--- src/rtl/efr_pkg.sv ---
package efr_pkg;

    localparam logic [7:0] SYM_END_DATA = 8'hA0;
    localparam logic [7:0] SYM_END_CTRL = 8'hA1;
    localparam logic [7:0] SYM_ESC      = 8'hAA;
    localparam logic [7:0] ESC_FLAG     = 8'h10;

    localparam int MIN_DATA_LEN = 4;
    localparam int MIN_CTRL_LEN = 1;

    typedef enum logic [1:0] {
        ERR_NONE      = 2'd0,
        ERR_ESCAPE    = 2'd1,
        ERR_OVERFLOW  = 2'd2,
        ERR_INTEGRITY = 2'd3
    } err_code_e;

    typedef enum logic [1:0] {
        TXP_EMPTY = 2'd0,
        TXP_ESC   = 2'd1,
        TXP_BYTE  = 2'd2,
        TXP_TERM  = 2'd3
    } tx_phase_e;

    function automatic logic is_reserved(input logic [7:0] b);
        return (b == SYM_END_DATA) || (b == SYM_END_CTRL) || (b == SYM_ESC);
    endfunction

endpackage

--- src/rtl/efr_rx_unescape.sv ---
module efr_rx_unescape
    import efr_pkg::*;
(
    input  logic       clk,
    input  logic       rst_n,
    input  logic       flush,
    input  logic       in_valid,
    input  logic [7:0] in_byte,
    output logic       out_valid,
    output logic [7:0] out_byte,
    output logic       out_bad_esc,
    output logic       out_term,
    output logic       out_term_ctrl
);

    typedef struct packed {
        logic esc_pend;
    } state_t;

    state_t s_d, s_q;

    always_comb begin
        s_d           = s_q;
        out_valid     = 1'b0;
        out_byte      = in_byte;
        out_bad_esc   = 1'b0;
        out_term      = 1'b0;
        out_term_ctrl = 1'b0;
        if (flush) begin
            s_d.esc_pend = 1'b0;
        end else if (in_valid) begin
            if (s_q.esc_pend) begin
                // byte after an escape is always content, never a terminator
                s_d.esc_pend = 1'b0;
                if ((in_byte & ESC_FLAG) != 8'h00) begin
                    out_valid = 1'b1;
                    out_byte  = in_byte & ~ESC_FLAG;
                end else begin
                    out_bad_esc = 1'b1;
                end
            end else if (in_byte == SYM_ESC) begin
                s_d.esc_pend = 1'b1;
            end else if ((in_byte == SYM_END_DATA) || (in_byte == SYM_END_CTRL)) begin
                out_term      = 1'b1;
                out_term_ctrl = (in_byte == SYM_END_CTRL);
            end else begin
                out_valid = 1'b1;
            end
        end
    end

    always_ff @(posedge clk or negedge rst_n) begin
        if (!rst_n) s_q <= '0;
        else        s_q <= s_d;
    end

endmodule

--- src/rtl/efr_rx_assembler.sv ---
module efr_rx_assembler
    import efr_pkg::*;
#(
    parameter int MAX_LEN = 32,
    parameter int LEN_W   = $clog2(MAX_LEN + 1),
    parameter int ADDR_W  = (MAX_LEN > 1) ? $clog2(MAX_LEN) : 1
) (
    input  logic              clk,
    input  logic              rst_n,
    input  logic              byte_valid,
    input  logic [7:0]        byte_in,
    input  logic              bad_esc,
    input  logic              term,
    input  logic              term_ctrl,
    input  logic              msg_ack,
    input  logic [ADDR_W-1:0] rd_addr,
    output logic              busy,
    output logic              msg_valid,
    output logic              msg_ctrl,
    output logic [LEN_W-1:0]  msg_len,
    output logic [7:0]        rd_data,
    output logic              err_pulse,
    output logic [1:0]        err_code
);

    localparam logic [LEN_W-1:0] LEN_MAX  = LEN_W'(MAX_LEN);
    localparam logic [LEN_W-1:0] LEN_DMIN = LEN_W'(MIN_DATA_LEN);
    localparam logic [LEN_W-1:0] LEN_CMIN = LEN_W'(MIN_CTRL_LEN);

    typedef struct packed {
        logic [MAX_LEN-1:0][7:0] mem;
        logic [LEN_W-1:0]        cnt;
        logic [7:0]              sum;
        logic                    ovf;
        logic                    esc_bad;
        logic                    pend;
        logic                    ctrl;
        logic [LEN_W-1:0]        len;
        logic                    err;
        err_code_e               code;
    } state_t;

    state_t    s_d, s_q;
    logic      too_short;
    logic      sum_bad;
    err_code_e verdict;

    always_comb begin
        s_d       = s_q;
        s_d.err   = 1'b0;
        s_d.code  = ERR_NONE;
        too_short = term_ctrl ? (s_q.cnt < LEN_CMIN) : (s_q.cnt < LEN_DMIN);
        sum_bad   = !term_ctrl && (s_q.sum != 8'h00);
        if (s_q.ovf)                  verdict = ERR_OVERFLOW;
        else if (s_q.esc_bad)         verdict = ERR_ESCAPE;
        else if (too_short || sum_bad) verdict = ERR_INTEGRITY;
        else                          verdict = ERR_NONE;

        if (s_q.pend) begin
            if (msg_ack) s_d.pend = 1'b0;
        end else begin
            if (byte_valid) begin
                if (s_q.cnt == LEN_MAX) begin
                    s_d.ovf = 1'b1;
                end else begin
                    s_d.mem[s_q.cnt[ADDR_W-1:0]] = byte_in;
                    s_d.cnt = s_q.cnt + LEN_W'(1);
                    s_d.sum = s_q.sum + byte_in;
                end
            end
            if (bad_esc) s_d.esc_bad = 1'b1;
            if (term) begin
                if (verdict == ERR_NONE) begin
                    s_d.pend = 1'b1;
                    s_d.ctrl = term_ctrl;
                    s_d.len  = s_q.cnt;
                end else begin
                    s_d.err  = 1'b1;
                    s_d.code = verdict;
                end
                s_d.cnt     = '0;
                s_d.sum     = 8'h00;
                s_d.ovf     = 1'b0;
                s_d.esc_bad = 1'b0;
            end
        end
    end

    always_ff @(posedge clk or negedge rst_n) begin
        if (!rst_n) s_q <= '0;
        else        s_q <= s_d;
    end

    generate
        if ((1 << ADDR_W) == MAX_LEN) begin : g_full_index
            assign rd_data = s_q.mem[rd_addr];
        end else begin : g_guarded_index
            assign rd_data = (rd_addr < ADDR_W'(MAX_LEN)) ? s_q.mem[rd_addr] : 8'h00;
        end
    endgenerate

    assign busy      = s_q.pend;
    assign msg_valid = s_q.pend;
    assign msg_ctrl  = s_q.ctrl;
    assign msg_len   = s_q.len;
    assign err_pulse = s_q.err;
    assign err_code  = s_q.code;

endmodule

--- src/rtl/efr_tx_escaper.sv ---
module efr_tx_escaper
    import efr_pkg::*;
(
    input  logic       clk,
    input  logic       rst_n,
    input  logic       in_valid,
    input  logic [7:0] in_byte,
    input  logic       in_last,
    input  logic       in_ctrl,
    output logic       in_ready,
    output logic       out_valid,
    output logic [7:0] out_byte,
    input  logic       out_ready
);

    typedef struct packed {
        tx_phase_e  phase;
        logic [7:0] cur;
        logic       last;
        logic       ctrl;
    } state_t;

    state_t s_d, s_q;
    logic   fire;
    logic   finishing;

    always_comb begin
        s_d       = s_q;
        out_valid = (s_q.phase != TXP_EMPTY);
        fire      = out_valid && out_ready;
        finishing = out_ready && ((s_q.phase == TXP_TERM) ||
                                  ((s_q.phase == TXP_BYTE) && !s_q.last));
        in_ready  = (s_q.phase == TXP_EMPTY) || finishing;

        case (s_q.phase)
            TXP_ESC:  out_byte = SYM_ESC;
            TXP_BYTE: out_byte = is_reserved(s_q.cur) ? (s_q.cur | ESC_FLAG) : s_q.cur;
            TXP_TERM: out_byte = s_q.ctrl ? SYM_END_CTRL : SYM_END_DATA;
            default:  out_byte = 8'h00;
        endcase

        if (fire) begin
            case (s_q.phase)
                TXP_ESC:  s_d.phase = TXP_BYTE;
                TXP_BYTE: s_d.phase = s_q.last ? TXP_TERM : TXP_EMPTY;
                default:  s_d.phase = TXP_EMPTY;
            endcase
        end

        if (in_valid && in_ready) begin
            s_d.cur   = in_byte;
            s_d.last  = in_last;
            s_d.ctrl  = in_ctrl;
            s_d.phase = is_reserved(in_byte) ? TXP_ESC : TXP_BYTE;
        end
    end

    always_ff @(posedge clk or negedge rst_n) begin
        if (!rst_n) s_q <= '0;
        else        s_q <= s_d;
    end

endmodule

--- src/rtl/esc_msg_framer.sv ---
module esc_msg_framer
    import efr_pkg::*;
#(
    parameter int MAX_LEN = 32,
    localparam int LEN_W  = $clog2(MAX_LEN + 1),
    localparam int ADDR_W = (MAX_LEN > 1) ? $clog2(MAX_LEN) : 1
) (
    input  logic              clk,
    input  logic              rst_n,
    input  logic              link_rx_valid,
    input  logic [7:0]        link_rx_byte,
    output logic              msg_valid,
    output logic              msg_ctrl,
    output logic [LEN_W-1:0]  msg_len,
    input  logic [ADDR_W-1:0] msg_rd_addr,
    output logic [7:0]        msg_rd_data,
    input  logic              msg_ack,
    output logic              rx_err,
    output logic [1:0]        rx_err_code,
    input  logic              tx_valid,
    input  logic [7:0]        tx_byte,
    input  logic              tx_last,
    input  logic              tx_ctrl,
    output logic              tx_ready,
    output logic              link_tx_valid,
    output logic [7:0]        link_tx_byte,
    input  logic              link_tx_ready
);

    logic       rx_busy;
    logic       un_valid;
    logic [7:0] un_byte;
    logic       un_bad_esc;
    logic       un_term;
    logic       un_term_ctrl;

    efr_rx_unescape u_unescape (
        .clk           (clk),
        .rst_n         (rst_n),
        .flush         (rx_busy),
        .in_valid      (link_rx_valid),
        .in_byte       (link_rx_byte),
        .out_valid     (un_valid),
        .out_byte      (un_byte),
        .out_bad_esc   (un_bad_esc),
        .out_term      (un_term),
        .out_term_ctrl (un_term_ctrl)
    );

    efr_rx_assembler #(
        .MAX_LEN (MAX_LEN),
        .LEN_W   (LEN_W),
        .ADDR_W  (ADDR_W)
    ) u_assembler (
        .clk        (clk),
        .rst_n      (rst_n),
        .byte_valid (un_valid),
        .byte_in    (un_byte),
        .bad_esc    (un_bad_esc),
        .term       (un_term),
        .term_ctrl  (un_term_ctrl),
        .msg_ack    (msg_ack),
        .rd_addr    (msg_rd_addr),
        .busy       (rx_busy),
        .msg_valid  (msg_valid),
        .msg_ctrl   (msg_ctrl),
        .msg_len    (msg_len),
        .rd_data    (msg_rd_data),
        .err_pulse  (rx_err),
        .err_code   (rx_err_code)
    );

    efr_tx_escaper u_escaper (
        .clk       (clk),
        .rst_n     (rst_n),
        .in_valid  (tx_valid),
        .in_byte   (tx_byte),
        .in_last   (tx_last),
        .in_ctrl   (tx_ctrl),
        .in_ready  (tx_ready),
        .out_valid (link_tx_valid),
        .out_byte  (link_tx_byte),
        .out_ready (link_tx_ready)
    );

endmodule

--- config.mk ---
export PLATFORM = sky130hd
export DESIGN_NAME = esc_msg_framer
export DESIGN_NICKNAME = d
export VERILOG_FILES = /design/src/rtl/efr_pkg.sv /design/src/rtl/efr_rx_unescape.sv /design/src/rtl/efr_rx_assembler.sv /design/src/rtl/efr_tx_escaper.sv /design/src/rtl/esc_msg_framer.sv
export SDC_FILE = /design/constraint.sdc
export NUM_CORES = 1
export LEC_CHECK = 0
export CORE_MARGIN = 10
export CORE_UTILIZATION = 40
export CTS_CLUSTER_SIZE = 14
export DETAILED_ROUTE_END_ITERATION = 10
export PLACE_DENSITY = 0.65
export REMOVE_ABC_BUFFERS = 1
export SLEW_MARGIN = 0
export SYNTH_ARGS = -nofsm -noshare
export SYNTH_HDL_FRONTEND = slang
export SYNTH_HIERARCHICAL = 1
export SYNTH_SLANG_ARGS = --single-unit
--- constraint.sdc ---
create_clock -name clk -period 4.5 [get_ports clk]
set_input_delay 0.675 -clock clk [delete_from_list [all_inputs] [get_ports clk]]
set_output_delay 0.675 -clock clk [all_outputs]
set_load 0.1 [all_outputs]
Yosys cells after proc, flatten, opt, wreduce, memory -nomap -nowiden:

Index checks and enable logic that the tools add are counted.

* $add $sub $neg: 2
* $lt $le $gt $ge: 5
* equal/unequal tests: 14
* mux-type cells: 54
* bitwise gates (word level): 2
* reduce and logical (&&, ||, !) cells: 30

Operators with widths (number)
* $bwmux 256: 1
* $eq 8x8->1 const B: 9
* $bmux 8 s5: 1
* $demux 8 s5: 1
* $mux 1: 30
* $mux 27: 1
* $mux 8: 3
* $pmux 8 s3: 1
* $mux 5: 4
* $mux 15: 1
* $mux 14: 1
* $lt 5x6->1 const B: 2
* $mux 12: 1
* $mux 2: 6
* $reduce_and 3->1: 4
* $reduce_bool 2->1: 6
* $add 8x8->8: 1
* $logic_or 1x1->1: 8
* $reduce_bool 8->1: 1
* $add 6x1->6 const B: 1
* $eq 6x6->1 const B: 1
* $logic_and 1x1->1: 6
* $lt 6x1->1 const B: 1
* $lt 6x3->1 const B: 1
* other kinds (10): 15

* register bits after elaboration: 296
* bits of input ports: 29
* output and inout port bits: 29
* word-level logic and storage cells: 153

Longest topological paths before layout:

Gate-level depths: netlist (run 1).

* depth in word-level cells: 17
* depth in mapped cells: 10
* gate-level depth less buffers: 9

By module:

Netlist (run 1), hierarchy kept.

By module, submodules not included
* efr_rx_assembler: times used 1, cells each 843, area an instance 13236.4 um^2, sequential area each 7081.8 um^2
* efr_tx_escaper: times used 1, cells each 67, area an instance 728.2 um^2, sequential area each 300.3 um^2
* efr_rx_unescape: times used 1, cells each 25, area an instance 183.9 um^2, sequential area each 25.0 um^2

Worst setup path before layout (run 1):

No wires, ideal clock.

* path kind: register to output
* start point: register u_escaper/s_q[10] (netlist bit)
* end point: output port link_tx_byte[4]
* arrival time: 3.175 ns
* data required time: 3.825 ns
* setup slack: 0.650 ns
* stages on the path, launching flop included: 5
* path buffers: 1
* path through: dfrtp_1 -> inv_1 -> ha_1 -> clkbuf_1 -> nor3b_1

* longest elaborated chain between the ends: 2
* elaborated cells on any way between the ends: 4
* those cells by class: eq/ne: 3; mux: 1

Ends and longest elaborated chain
* from (decl): line efr_tx_escaper.sv:23 `state_t s_d, s_q;`
* from (signal assigned): line efr_tx_escaper.sv:59 `if (!rst_n) s_q <= '0;`
* from (signal assigned): line efr_tx_escaper.sv:60 `else s_q <= s_d;`
* $eq 2x2->1 or $eq 2x1->1 (tied branches): line efr_tx_escaper.sv:35 `case (s_q.phase)`
* $pmux 8 s3 (*): line efr_tx_escaper.sv:35
* to (decl): line esc_msg_framer.sv:26 `output logic [7:0] link_tx_byte,`

Every way passes the cells marked *; elsewhere a longest branch is shown, timed or not.

Worst setup path in the final report (run 1):

* start point: register u_escaper/s_q[10] (netlist bit)
* end point: output port tx_ready

* longest elaborated chain between the ends: 5
* elaborated cells on any way between the ends: 7
* those cells by class: eq/ne: 2; reduce/logical: 5

Ends and longest elaborated chain
* $eq 2x2->1: line efr_tx_escaper.sv:32 `((s_q.phase == TXP_BYTE) && !s_q.last));`
* $logic_and 1x1->1: line efr_tx_escaper.sv:32
* $logic_or 1x1->1: line efr_tx_escaper.sv:31 `finishing = out_ready && ((s_q.phase == TXP_TERM) ||`
* $logic_and 1x1->1: line efr_tx_escaper.sv:31
* $logic_or 1x1->1 (*): line efr_tx_escaper.sv:33 `in_ready = (s_q.phase == TXP_EMPTY) || finishing;`
* to (decl): line esc_msg_framer.sv:24 `output logic tx_ready,`

Marked as above.

==> impl_metrics.csv, run 1 <==
group,metric,value,unit
global_route,grt.total_usage,15.7,%
clocking,cts_buffers,34,
clocking,cts.reportedPaths.clkPinSlew,0.06,ns
synthesis,synth-main-ff-cell,"sky130_fd_sc_hd__dfrtp_1",
drt,drt-pass1-iter-count,5,
worst_setup_path,worstSetupPathType,"flop to output port",
worst_setup_path,timing.reg2reg.worst_path_depth,8,
drt,wire_per_inst,23.2,microns
synthesis,synth-adder-area-share,1.56,%
cells_and_area,nets,1037,
floorplan,start_util,40.8,%
synthesis,post_synth.cell_area_avg,15.1,sq um
placed_design,io_buffers,57,
worst_setup_path,crit_path_required_time,3.83,ns
global_route,antenna_found_initial,0,
worst_setup_path,critPathMaxFanout,11,
timing,clock.fmax,272,MHz
cells_and_area,multi_input_comb_area,0.00633,sq mm
power_and_ir_drop,power.total,10.3,mW
worst_hold_path,min-delay-path-class,"input pin to async pin",
synthesis,post_synth_mux_area_share,35.2,%
worst_setup_path,crit_arrival,3.00,ns
timing,finalWorstPathRequiredPeriod,3.68,ns
power_and_ir_drop,netSwitchingFraction,31.7,%
power_and_ir_drop,power_switching,3.25,mW
clocking,tritoncts_num_sinks,296,
power_and_ir_drop,pwr-share-clk,27.0,%
floorplan,floorplan.die.width,208,microns
placed_design,gpl.final_weighted_congestion,0.816,
worst_setup_path,worst_path_max_delay_cell,"sky130_fd_sc_hd__clkdlybuf4s50_1",
timing,finalClockSkew,0.0186,ns
drt,detailed_route_drc_error_count,0,
placed_design,detailed_place_hpwl,22300,microns
timing,final_max_slew_viol_count,0,
synthesis,synth.distinct_cells,56,
synthesis,netlist.top_cell.by_area,"sky130_fd_sc_hd__dfrtp_1",
clocking,cts_setup_buffers,0,
clocking,cts-hold-fix-buffers,0,
power_and_ir_drop,power_frac_seq,41.6,%
synthesis,synthArstFlopShare,100,%
worst_setup_path,worstSetupStartpoint,"u_escaper/s_q[10]$_DFFE_PN0P_",
worst_setup_path,termination_of_the_worst_setup_path,"tx_ready",
worst_setup_path,cp_cell_sequence,"inv_1 > ha_1 > nor2b_1 > o21ai_0 > nand2_1 > clkdlybuf4s50_1",
clocking,cts_max_path_buffers,3,
power_and_ir_drop,max-vdd-ir-drop,0.000639,V
global_route,global_route_wire_length_before_repair,53700,microns
placed_design,placedCellCount,1410,
clocking,clock-root-buffer,"sky130_fd_sc_hd__clkbuf_16",
synthesis,synth_top_family_by_area,"multiplexers",
global_route,globalRouteOverflowTotal,0,
synthesis,ys_warn_count,6,
synthesis,yosys.area.top_type_share,52.4,%
floorplan,fp-row-count,68,
cells_and_area,sequential_cell_area,0.00741,sq mm
timing,slew_headroom,20.4,%
synthesis,synth_area_in_compound_gates,2.72,%
outcome,run_status,"complete, no violations",
cells_and_area,area_growth,15.4,%
power_and_ir_drop,power-per-cell-area,629,mW/mm^2
drt,vias,8245,
cells_and_area,share_of_layout_cells_above_drive_strength_1,46.7,%
global_route,via_count_of_the_first_global_routing_pass,8577,
worst_setup_path,r2r_slack,1.47,ns
timing,worst_slew_pin_slew,1.18,ns
synthesis,post_synth_main_area_contributors,"sky130_fd_sc_hd__dfrtp_1, sky130_fd_sc_hd__mux2_2, sky130_fd_sc_hd__mux4_2",
cells_and_area,nFillCells,3060,
timing,rsz_0062_raised_after_global_routing,"false",
floorplan,num_io_pins,58,
synthesis,post_synth_xor_area_fraction,0.310,%
worst_setup_path,worstReg2RegEnd,"u_assembler/s_q[44]$_DFFE_PN0P_",
floorplan,die_outline_area,0.0433,sq mm
worst_setup_path,start_kind,"flop",
power_and_ir_drop,cellInternalPower,7.01,mW
global_route,grt_max_degree,115,
worst_setup_path,cpLargestDelayFamily,"buffers and inverters",
synthesis,synth_area,0.0141,sq mm
worst_setup_path,critical-path-max-stage-delay,1.15,ns
drt,drt_first_iter_violations,579,
timing,finalSetupViolCount,0,
synthesis,netlist_instances,935,
clocking,insertion_delay,0.50,ns
power_and_ir_drop,power_leakage,7.30,nW
synthesis,synth_enable_flop_cells,0,
synthesis,ys_seq_area_share,52.4,%
synthesis,post_synthesis_simple_gate_area_fraction,4.93,%
drt,drt_wl_total,34100,microns
job,timing.max_cap.violations,0,
synthesis,postSynthRegisterBits,296,
worst_setup_path,worstSetupEndpointType,"output port",
drt,drtAntennaViolNets,0,
worst_setup_path,stages_on_the_worst_setup_path,6,
clocking,cts_resized,0,
cells_and_area,antennaDiodeCount,0,
power_and_ir_drop,comb_power_share,31.5,%
worst_setup_path,r2r-start,"u_assembler/busy$_DFF_PN0_",
timing,final_worst_path_period_share,81.7,%
floorplan,fp.dieH,208,microns
timing,final-hold-violation-count,0,
floorplan,core_area,0.0347,sq mm
timing,finalSetupTns,0,ns
worst_setup_path,worst-path-buf-inv,2,
clocking,ctsHtreeMaxLevel,2,
clocking,tritoncts,"done",
drt,viasPerCell,5.61,
cells_and_area,instances_no_fill,1471,
## stage by stage
| step | cell area, sq um | hold slack [ns] | utilization, % | setup WS [ns] |
|---|---|---|---|---|
| 3_3_place_gp | 15200 | 0.483 | 43.8 | 0.693 |
| 4_1_cts | 16300 | 0.320 | 47.0 | 0.801 |
| 5_1_grt | 16300 | 0.343 | 47.0 | 0.656 |
| 6_report | 16300 | 0.275 | 47.0 | 0.824 |
| 3_5_place_dp | 15200 | 0.487 | 43.8 | 0.664 |
| 2_1_floorplan | 13800 | 0.379 | - | 0.753 |
## cell usage in the layout (no fill, tap or decap), types with 3 or more instances in the layout
cell / Yosys / final
sky130_fd_sc_hd__dfrtp_1: 296 / 296
sky130_fd_sc_hd__mux2_2: 281 / 281
sky130_fd_sc_hd__mux4_2: 80 / 80
sky130_fd_sc_hd__clkdlybuf4s50_1: 0 / 46
sky130_fd_sc_hd__buf_4: 22 / 40
sky130_fd_sc_hd__clkbuf_16: 0 / 35
sky130_fd_sc_hd__nand2_1: 24 / 24
sky130_fd_sc_hd__nor2_1: 23 / 23
sky130_fd_sc_hd__a21oi_1: 17 / 17
sky130_fd_sc_hd__ha_1: 16 / 16
sky130_fd_sc_hd__o21ai_0: 12 / 12
sky130_fd_sc_hd__a22o_1: 10 / 10
sky130_fd_sc_hd__clkbuf_1: 39 / 9
sky130_fd_sc_hd__inv_1: 9 / 9
sky130_fd_sc_hd__nor2b_1: 8 / 8
sky130_fd_sc_hd__clkinv_2: 0 / 7
sky130_fd_sc_hd__nand3b_1: 7 / 7
sky130_fd_sc_hd__clkbuf_8: 0 / 6
sky130_fd_sc_hd__nor2_2: 6 / 6
sky130_fd_sc_hd__nor3_1: 5 / 5
sky130_fd_sc_hd__nand3_1: 5 / 5
sky130_fd_sc_hd__and3_1: 4 / 4
sky130_fd_sc_hd__or3_1: 4 / 4
sky130_fd_sc_hd__buf_12: 0 / 4
sky130_fd_sc_hd__bufinv_16: 0 / 3
sky130_fd_sc_hd__a211oi_1: 3 / 3
sky130_fd_sc_hd__nor3b_1: 3 / 3
sky130_fd_sc_hd__nand2b_1: 3 / 3
sky130_fd_sc_hd__o21a_1: 3 / 3
sky130_fd_sc_hd__xnor2_1: 3 / 3
sky130_fd_sc_hd__a21o_1: 3 / 3
sky130_fd_sc_hd__nor2_8: 3 / 3
## logic make-up after synthesis
logic type | count (synthesis)
AO/OA/AOI/OAI | 58
XOR/XNOR | 5
adder cells (fa/ha/maj) | 17
buffers and inverters | 81
flip-flops | 296
multiplexers | 363
AND/OR/NAND/NOR | 115
## sequential cells by signal (all words and copies together), names as in the netlist
| name | count |
|---|---|
| u_assembler/busy | 1 |
| u_assembler/err_code | 2 |
| u_assembler/err_pulse | 1 |
| u_assembler/msg_ctrl | 1 |
| u_assembler/msg_len | 6 |
| u_assembler/s_q | 272 |
| u_escaper/s_q | 12 |
| u_unescape/s_q | 1 |
## synth_stat cells (all sizes together) (6+ instances only)
library cell	instances
buf	33
nand2	24
a22o	10
clkbuf	39
inv	9
o21ai	12
nand3b	7
nor3	6
mux4	80
nor2b	8
nor2	32
ha	16
mux2	282
a21oi	17
dfrtp	296
## power by group through the flow
stage | registers (mW) | clock network, mW | logic, mW
final | 4.27 | 2.77 | 3.23
after global routing | 4.39 | 2.96 | 3.47
after CTS | 4.26 | 2.84 | 3.26
after detailed placement | 4.29 | 0 | 3.25
after global placement | 4.26 | 0 | 3.18
after floorplan | 4.09 | 0 | 2.52
## metal layers
layer	up-vias	share of wire [%]	global-route usage, %
li1	3598	-	-
met1	4452	47	22.5
met2	158	46	24.1
met3	37	5.0	3.01
met4	0	1.5	3.34
met5	-	0	0
## cell type report
cell class              instances  area share (%)
flip-flops and latches        296            45.4
multi-input cells             558            38.8
clock buffers                  50            6.08
inverters                       9           0.207
well taps                     455            3.49
repair buffers                 92            5.27
clock inverters                11           0.820
## worst min path at each step
| stage | to | cells past startpoint |
|---|---|---|
| floorplan | u_assembler/busy$_DFF_PN0_ | 0 |
| global route | u_assembler/s_q[20]$_DFFE_PN0P_ | 1 |
| global placement | u_assembler/s_q[116]$_DFFE_PN0P_ | 1 |
| finish | u_assembler/s_q[20]$_DFFE_PN0P_ | 1 |
| CTS | u_assembler/s_q[17]$_DFFE_PN0P_ | 1 |
| detailed placement | u_assembler/s_q[174]$_DFFE_PN0P_ | 1 |
Note: power is estimated with default switching activity, not from simulation.
==> inputs of run 2 (changes only) <==
clock period = 3.4 ns   (was 4.5 ns; I/O delays follow)
==> impl_metrics.csv, run 2 (same netlist as run 1, synthesis figures left out) <==
group,metric,value,unit
outcome,run_status,"complete, no violations",
floorplan,fp-row-count,68,
floorplan,core_area,0.0347,sq mm
clocking,cts_resized,0,
drt,vias,8251,
timing,finalSetupTns,0,ns
drt,drt-pass1-iter-count,5,
cells_and_area,registers.top_by_ff_count,"u_assembler/s_q",
worst_setup_path,worstSetupPathType,"input pin to output port",
worst_setup_path,worstSetupEndpointType,"output port",
timing,finalWorstPathRequiredPeriod,3.15,ns
global_route,global_route_wire_length_before_repair,53100,microns
placed_design,placedCellCount,1435,
placed_design,detailed_place_hpwl,22300,microns
timing,final-hold-violation-count,0,
cells_and_area,final_util,47.9,%
drt,detailed_route_drc_error_count,0,
clocking,ctsHtreeMaxLevel,2,
timing,final_worst_path_period_share,92.6,%
clocking,tritoncts_num_sinks,296,
power_and_ir_drop,power.total,13.6,mW
drt,drt_wl_total,33200,microns
global_route,globalRouteOverflowTotal,0,
cells_and_area,area_growth,17.4,%
clocking,cts-hold-fix-buffers,0,
global_route,via_count_of_the_first_global_routing_pass,8664,
timing,slew_headroom,34.0,%
timing,final_max_slew_viol_count,0,
floorplan,start_util,40.8,%
floorplan,die_outline_area,0.0433,sq mm
worst_setup_path,critPathMaxFanout,19,
clocking,cts_max_path_buffers,3,
clocking,insertion_delay,0.50,ns
cells_and_area,layout_commonest_cell,"sky130_fd_sc_hd__dfrtp_1",
worst_setup_path,crit_path_required_time,2.89,ns
clocking,cts_buffers,34,
drt,drtAntennaViolNets,0,
clocking,clock-root-buffer,"sky130_fd_sc_hd__clkbuf_16",
cells_and_area,instances_no_fill,1491,
timing,finalClockSkew,0.0179,ns
floorplan,num_io_pins,58,
cells_and_area,largest_register_ffs,272,
worst_hold_path,min-delay-path-class,"input pin to async pin",
worst_setup_path,start_kind,"input pin",
worst_setup_path,timing.reg2reg.worst_path_depth,8,
placed_design,gpl.final_weighted_congestion,0.815,
drt,drt_first_iter_violations,471,
timing,finalSetupViolCount,0,
clocking,cts.reportedPaths.clkPinSlew,0.06,ns
worst_setup_path,crit_arrival,2.64,ns
floorplan,fp.dieH,208,microns
job,timing.max_cap.violations,0,
cells_and_area,layout_common_cells,"sky130_fd_sc_hd__dfrtp_1, sky130_fd_sc_hd__mux2_2, sky130_fd_sc_hd__mux4_2",
drt,wire_per_inst,22.3,microns
global_route,grt.total_usage,15.3,%
floorplan,floorplan.die.width,208,microns
timing,clock.fmax,317,MHz
timing,rsz_0062_raised_after_global_routing,"false",
power_and_ir_drop,power-per-cell-area,818,mW/mm^2
clocking,tritoncts,"done",
clocking,cts_setup_buffers,0,
timing,finalHoldWorstSlack,0.0313,ns
power_and_ir_drop,power_leakage,7.46,nW
global_route,antenna_found_initial,1,
cells_and_area,nets,1062,
timing,worst_slew_pin_slew,0.986,ns
placed_design,io_buffers,57,
drt,viasPerCell,5.53,
cells_and_area,share_of_layout_cells_above_drive_strength_1,49.0,%
power_and_ir_drop,max-vdd-ir-drop,0.00103,V
global_route,grt_max_degree,83,
cells_and_area,antennaDiodeCount,0,
==> run 2: changes by cell type in the layout (fill, tap and decap cells not counted) <==
| cell | before | now |
|---|---|---|
| sky130_fd_sc_hd__buf_4 | 40 | 61 |
| sky130_fd_sc_hd__buf_12 | 4 | 19 |
| sky130_fd_sc_hd__clkdlybuf4s50_1 | 46 | 35 |
| sky130_fd_sc_hd__clkbuf_1 | 9 | 6 |
| sky130_fd_sc_hd__clkinv_2 | 7 | 4 |
| sky130_fd_sc_hd__bufinv_16 | 3 | 1 |
| sky130_fd_sc_hd__clkinvlp_4 | 0 | 2 |
| sky130_fd_sc_hd__inv_6 | 1 | 2 |
==> run 2: worst paths after layout <==
kind / startpoint / end / slack [ns]
setup / recovery: msg_rd_addr[0] / msg_rd_data[5] / 0.25
hold / removal: rst_n / u_assembler/s_q[122]$_DFFE_PN0P_ / 0.03
setup reg to reg: u_assembler/busy$_DFF_PN0_ / u_assembler/s_q[52]$_DFFE_PN0P_ / 0.75
hold reg to reg: u_assembler/s_q[42]$_DFFE_PN0P_ / u_assembler/s_q[42]$_DFFE_PN0P_ / 0.50
max in group asynchronous: rst_n / u_assembler/s_q[59]$_DFFE_PN0P_ / 2.58
min in group clk: u_assembler/s_q[42]$_DFFE_PN0P_ / u_assembler/s_q[42]$_DFFE_PN0P_ / 0.50
==> run 2: metrics by stage <==
| stage | setup WS (ns) | cell area [sq um] |
|---|---|---|
| 2_1_floorplan | -0.182 | 13800 |
| 3_3_place_gp | -0.122 | 15600 |
| 3_5_place_dp | -0.154 | 15600 |
| 4_1_cts | 0.240 | 16600 |
| 5_1_grt | 0.203 | 16600 |
| 6_report | 0.250 | 16600 |
==> run 2: layout make-up <==
| class | count | area, sq um |
|---|---|---|
| well taps | 455 | 569 |
| fillers | 3010 | 18100 |
| inverters | 9 | 33.8 |
| multi-input cells | 558 | 6330 |
| flip-flops and latches | 296 | 7410 |
| clock buffers | 47 | 981 |
| repair buffers | 117 | 1210 |
| clock inverters | 9 | 82.6 |
==> run 2: where the power goes <==
| part | switching [mW] | internal [mW] |
|---|---|---|
| sequential | 0.746 | 4.86 |
| combinational | 2.20 | 2.31 |
| clock | 1.39 | 2.09 |
| total | 4.33 | 9.26 |
==> run 2: metal layers <==
metal	track usage [%]	wire (microns)
met5	0	0
met1	22.2	15800
met2	23.1	15200
met4	4.28	717
met3	2.58	1400
==> run 2: worst max-delay path, cell delays in order <==
cell	delay [ns]
sky130_fd_sc_hd__buf_4	0.24
sky130_fd_sc_hd__buf_12	0.24
sky130_fd_sc_hd__mux4_2	0.58
sky130_fd_sc_hd__mux4_2	0.54
sky130_fd_sc_hd__mux2_2	0.33
sky130_fd_sc_hd__buf_12	0.17
==> inputs of run 3 (changes only) <==
--- a/config.mk
+++ b/config.mk
@@ -7,2 +7,3 @@
 export LEC_CHECK = 0
+export CAP_MARGIN = 10
 export CORE_MARGIN = 10
==> constraint.sdc (replaced) <==
create_clock -name clk -period 3.4 [get_ports clk]
set_input_delay 0.34 -clock clk [delete_from_list [all_inputs] [get_ports clk]]
set_output_delay 0.34 -clock clk [all_outputs]
set_load 0.1 [all_outputs]
==> impl_metrics.csv, run 3 (same netlist as run 1, synthesis figures left out) <==
group,metric,value,unit
outcome,run_status,"complete, no violations",
clocking,cts_max_path_buffers,3,
timing,final.setup.worst_slack,0.168,ns
clocking,tritoncts_num_sinks,296,
worst_setup_path,crit_path_required_time,3.78,ns
power_and_ir_drop,cellInternalPower,9.26,mW
placed_design,gpl.final_weighted_congestion,0.801,
timing,worst_slew_pin_slew,0.999,ns
power_and_ir_drop,power_frac_seq,41.3,%
power_and_ir_drop,power-per-cell-area,825,mW/mm^2
timing,clock.fmax,309,MHz
worst_hold_path,min-delay-path-class,"input pin to flop",
clocking,cts_buffers,34,
drt,drt_first_iter_violations,567,
global_route,globalRouteOverflowTotal,0,
drt,wire_per_inst,22.4,microns
drt,viasPerCell,5.54,
clocking,cts.reportedPaths.clkPinSlew,0.05,ns
floorplan,die_outline_area,0.0433,sq mm
cells_and_area,nets,1053,
worst_setup_path,r2r_slack,0.76,ns
global_route,grt.total_usage,15.2,%
floorplan,core_area,0.0347,sq mm
worst_setup_path,crit_arrival,3.61,ns
placed_design,pre_cts_slack,-0.186,ns
cells_and_area,final_util,47.5,%
global_route,via_count_of_the_first_global_routing_pass,8573,
floorplan,fp-row-count,68,
power_and_ir_drop,max-vdd-ir-drop,0.000738,V
drt,drtAntennaViolNets,0,
floorplan,floorplan.die.width,208,microns
worst_setup_path,r2r-start,"u_assembler/busy$_DFF_PN0_",
worst_setup_path,start_kind,"input pin",
floorplan,start_util,40.8,%
worst_setup_path,worstSetupPathType,"input pin to flop",
cells_and_area,nFillCells,3022,
timing,slew_headroom,33.2,%
power_and_ir_drop,power_switching,4.33,mW
cells_and_area,share_of_layout_cells_above_drive_strength_1,48.5,%
clocking,tritoncts,"done",
worst_setup_path,worstSetupStartpoint,"link_rx_byte[4]",
global_route,global_route_wire_length_before_repair,52700,microns
floorplan,fp.dieH,208,microns
power_and_ir_drop,pwr-share-clk,25.7,%
timing,rsz_0062_raised_after_global_routing,"false",
clocking,clock-root-buffer,"sky130_fd_sc_hd__clkbuf_16",
global_route,antenna_found_initial,1,
timing,finalSetupTns,0,ns
clocking,cts_setup_buffers,0,
drt,detailed_route_drc_error_count,0,
power_and_ir_drop,netSwitchingFraction,31.9,%
timing,finalSetupViolCount,0,
drt,vias,8222,
cells_and_area,largest_register_ffs,272,
timing,finalClockSkew,0.0174,ns
cells_and_area,registers.top_by_ff_count,"u_assembler/s_q",
cells_and_area,layout_common_cells,"sky130_fd_sc_hd__dfrtp_1, sky130_fd_sc_hd__mux2_2, sky130_fd_sc_hd__mux4_2",
timing,final_max_slew_viol_count,0,
cells_and_area,layout_commonest_cell,"sky130_fd_sc_hd__dfrtp_1",
power_and_ir_drop,power_leakage,7.41,nW
cells_and_area,antennaDiodeCount,0,
drt,drt-pass1-iter-count,5,
worst_setup_path,critPathMaxFanout,8,
worst_setup_path,worstSetupEndpointType,"flop",
clocking,insertion_delay,0.51,ns
placed_design,io_buffers,57,
cells_and_area,area_growth,16.5,%
drt,drt_wl_total,33200,microns
timing,final-hold-violation-count,0,
floorplan,num_io_pins,58,
clocking,ctsHtreeMaxLevel,2,
job,timing.max_cap.violations,0,
global_route,grt_max_degree,100,
worst_hold_path,min-delay-start,"msg_ack",
timing,finalWorstPathRequiredPeriod,3.23,ns
placed_design,detailed_place_hpwl,21900,microns
timing,final_worst_path_period_share,95.0,%
power_and_ir_drop,comb_power_share,33.0,%
run 3: cell count changes in the layout (fill, tap and decap cells not counted), moves of 2 or more:
cell,delta
sky130_fd_sc_hd__buf_12,-7
sky130_fd_sc_hd__buf_4,-4
sky130_fd_sc_hd__clkinvlp_4,-2
sky130_fd_sc_hd__clkbuf_16,+2
sky130_fd_sc_hd__clkbuf_8,-3
sky130_fd_sc_hd__clkinv_2,+6
run 3: through the flow:
stage          hold slack [ns]  power [mW]  area, sq um  instances
6_report                 0.422        13.6        16500       1483
3_5_place_dp             0.442        10.2        15400       1425
5_1_grt                  0.406        14.3        16500       1483
2_1_floorplan           0.0444        8.75        13800        863
4_1_cts                  0.397        13.7        16500       1483
3_3_place_gp             0.446        10.0        15400       1425
run 3: final cells by class:
type | instances | area [sq um] | share of cell area, %
flip-flops and latches | 296 | 7410 | 45.0
multi-input cells | 558 | 6330 | 38.4
repair buffers | 108 | 1060 | 6.42
clock buffers | 45 | 986 | 5.98
well taps | 455 | 569 | 3.45
clock inverters | 12 | 88.8 | 0.539
inverters | 9 | 33.8 | 0.205
run 3: final timing paths:
kind	cells after the start	endpoint
hold reg to reg	1	u_assembler/s_q[42]$_DFFE_PN0P_
setup reg to reg	8	u_assembler/s_q[40]$_DFFE_PN0P_
max in group asynchronous	3	u_assembler/s_q[123]$_DFFE_PN0P_
min in group asynchronous	2	u_assembler/s_q[122]$_DFFE_PN0P_
hold / removal	2	u_assembler/busy$_DFF_PN0_
setup / recovery	9	u_assembler/msg_len[4]$_DFFE_PN0P_
run 3: power groups by stage:
stage                     clock [mW]  sequential, mW  combinational, mW
after floorplan                    0            5.41               3.34
after global placement             0            5.60               4.41
after detailed placement           0            5.65               4.51
after CTS                       3.59            5.60               4.53
after global routing            3.74            5.78               4.79
final                           3.50            5.61               4.49
run 3: worst max-delay path, cell delays in order:
cell and delay, ns:
sky130_fd_sc_hd__clkdlybuf4s50_1 0.60, sky130_fd_sc_hd__nor4b_2 0.63, sky130_fd_sc_hd__and3_1 0.29, sky130_fd_sc_hd__and4_1 0.28, sky130_fd_sc_hd__nor2b_1 0.18, sky130_fd_sc_hd__nor3_1 0.08
sky130_fd_sc_hd__a211oi_1 0.40, sky130_fd_sc_hd__and3_1 0.43, sky130_fd_sc_hd__mux2_2 0.38
run 3: what timing repair did:
| item | 4_1_cts | 5_1_grt |
|---|---|---|
| hold endpoints to repair | 93 | 0 |
| resized for setup | 0 | 0 |
| hold buffers | 1 | 0 |
run 3: layer usage:
metal	vias to the layer above	share of wire, %	global-route usage [%]
met2	164	47	23.7
met4	0	1.5	3.24
met3	37	4.2	2.62
li1	3599	-	-
met1	4422	47	21.8
met5	-	0	0
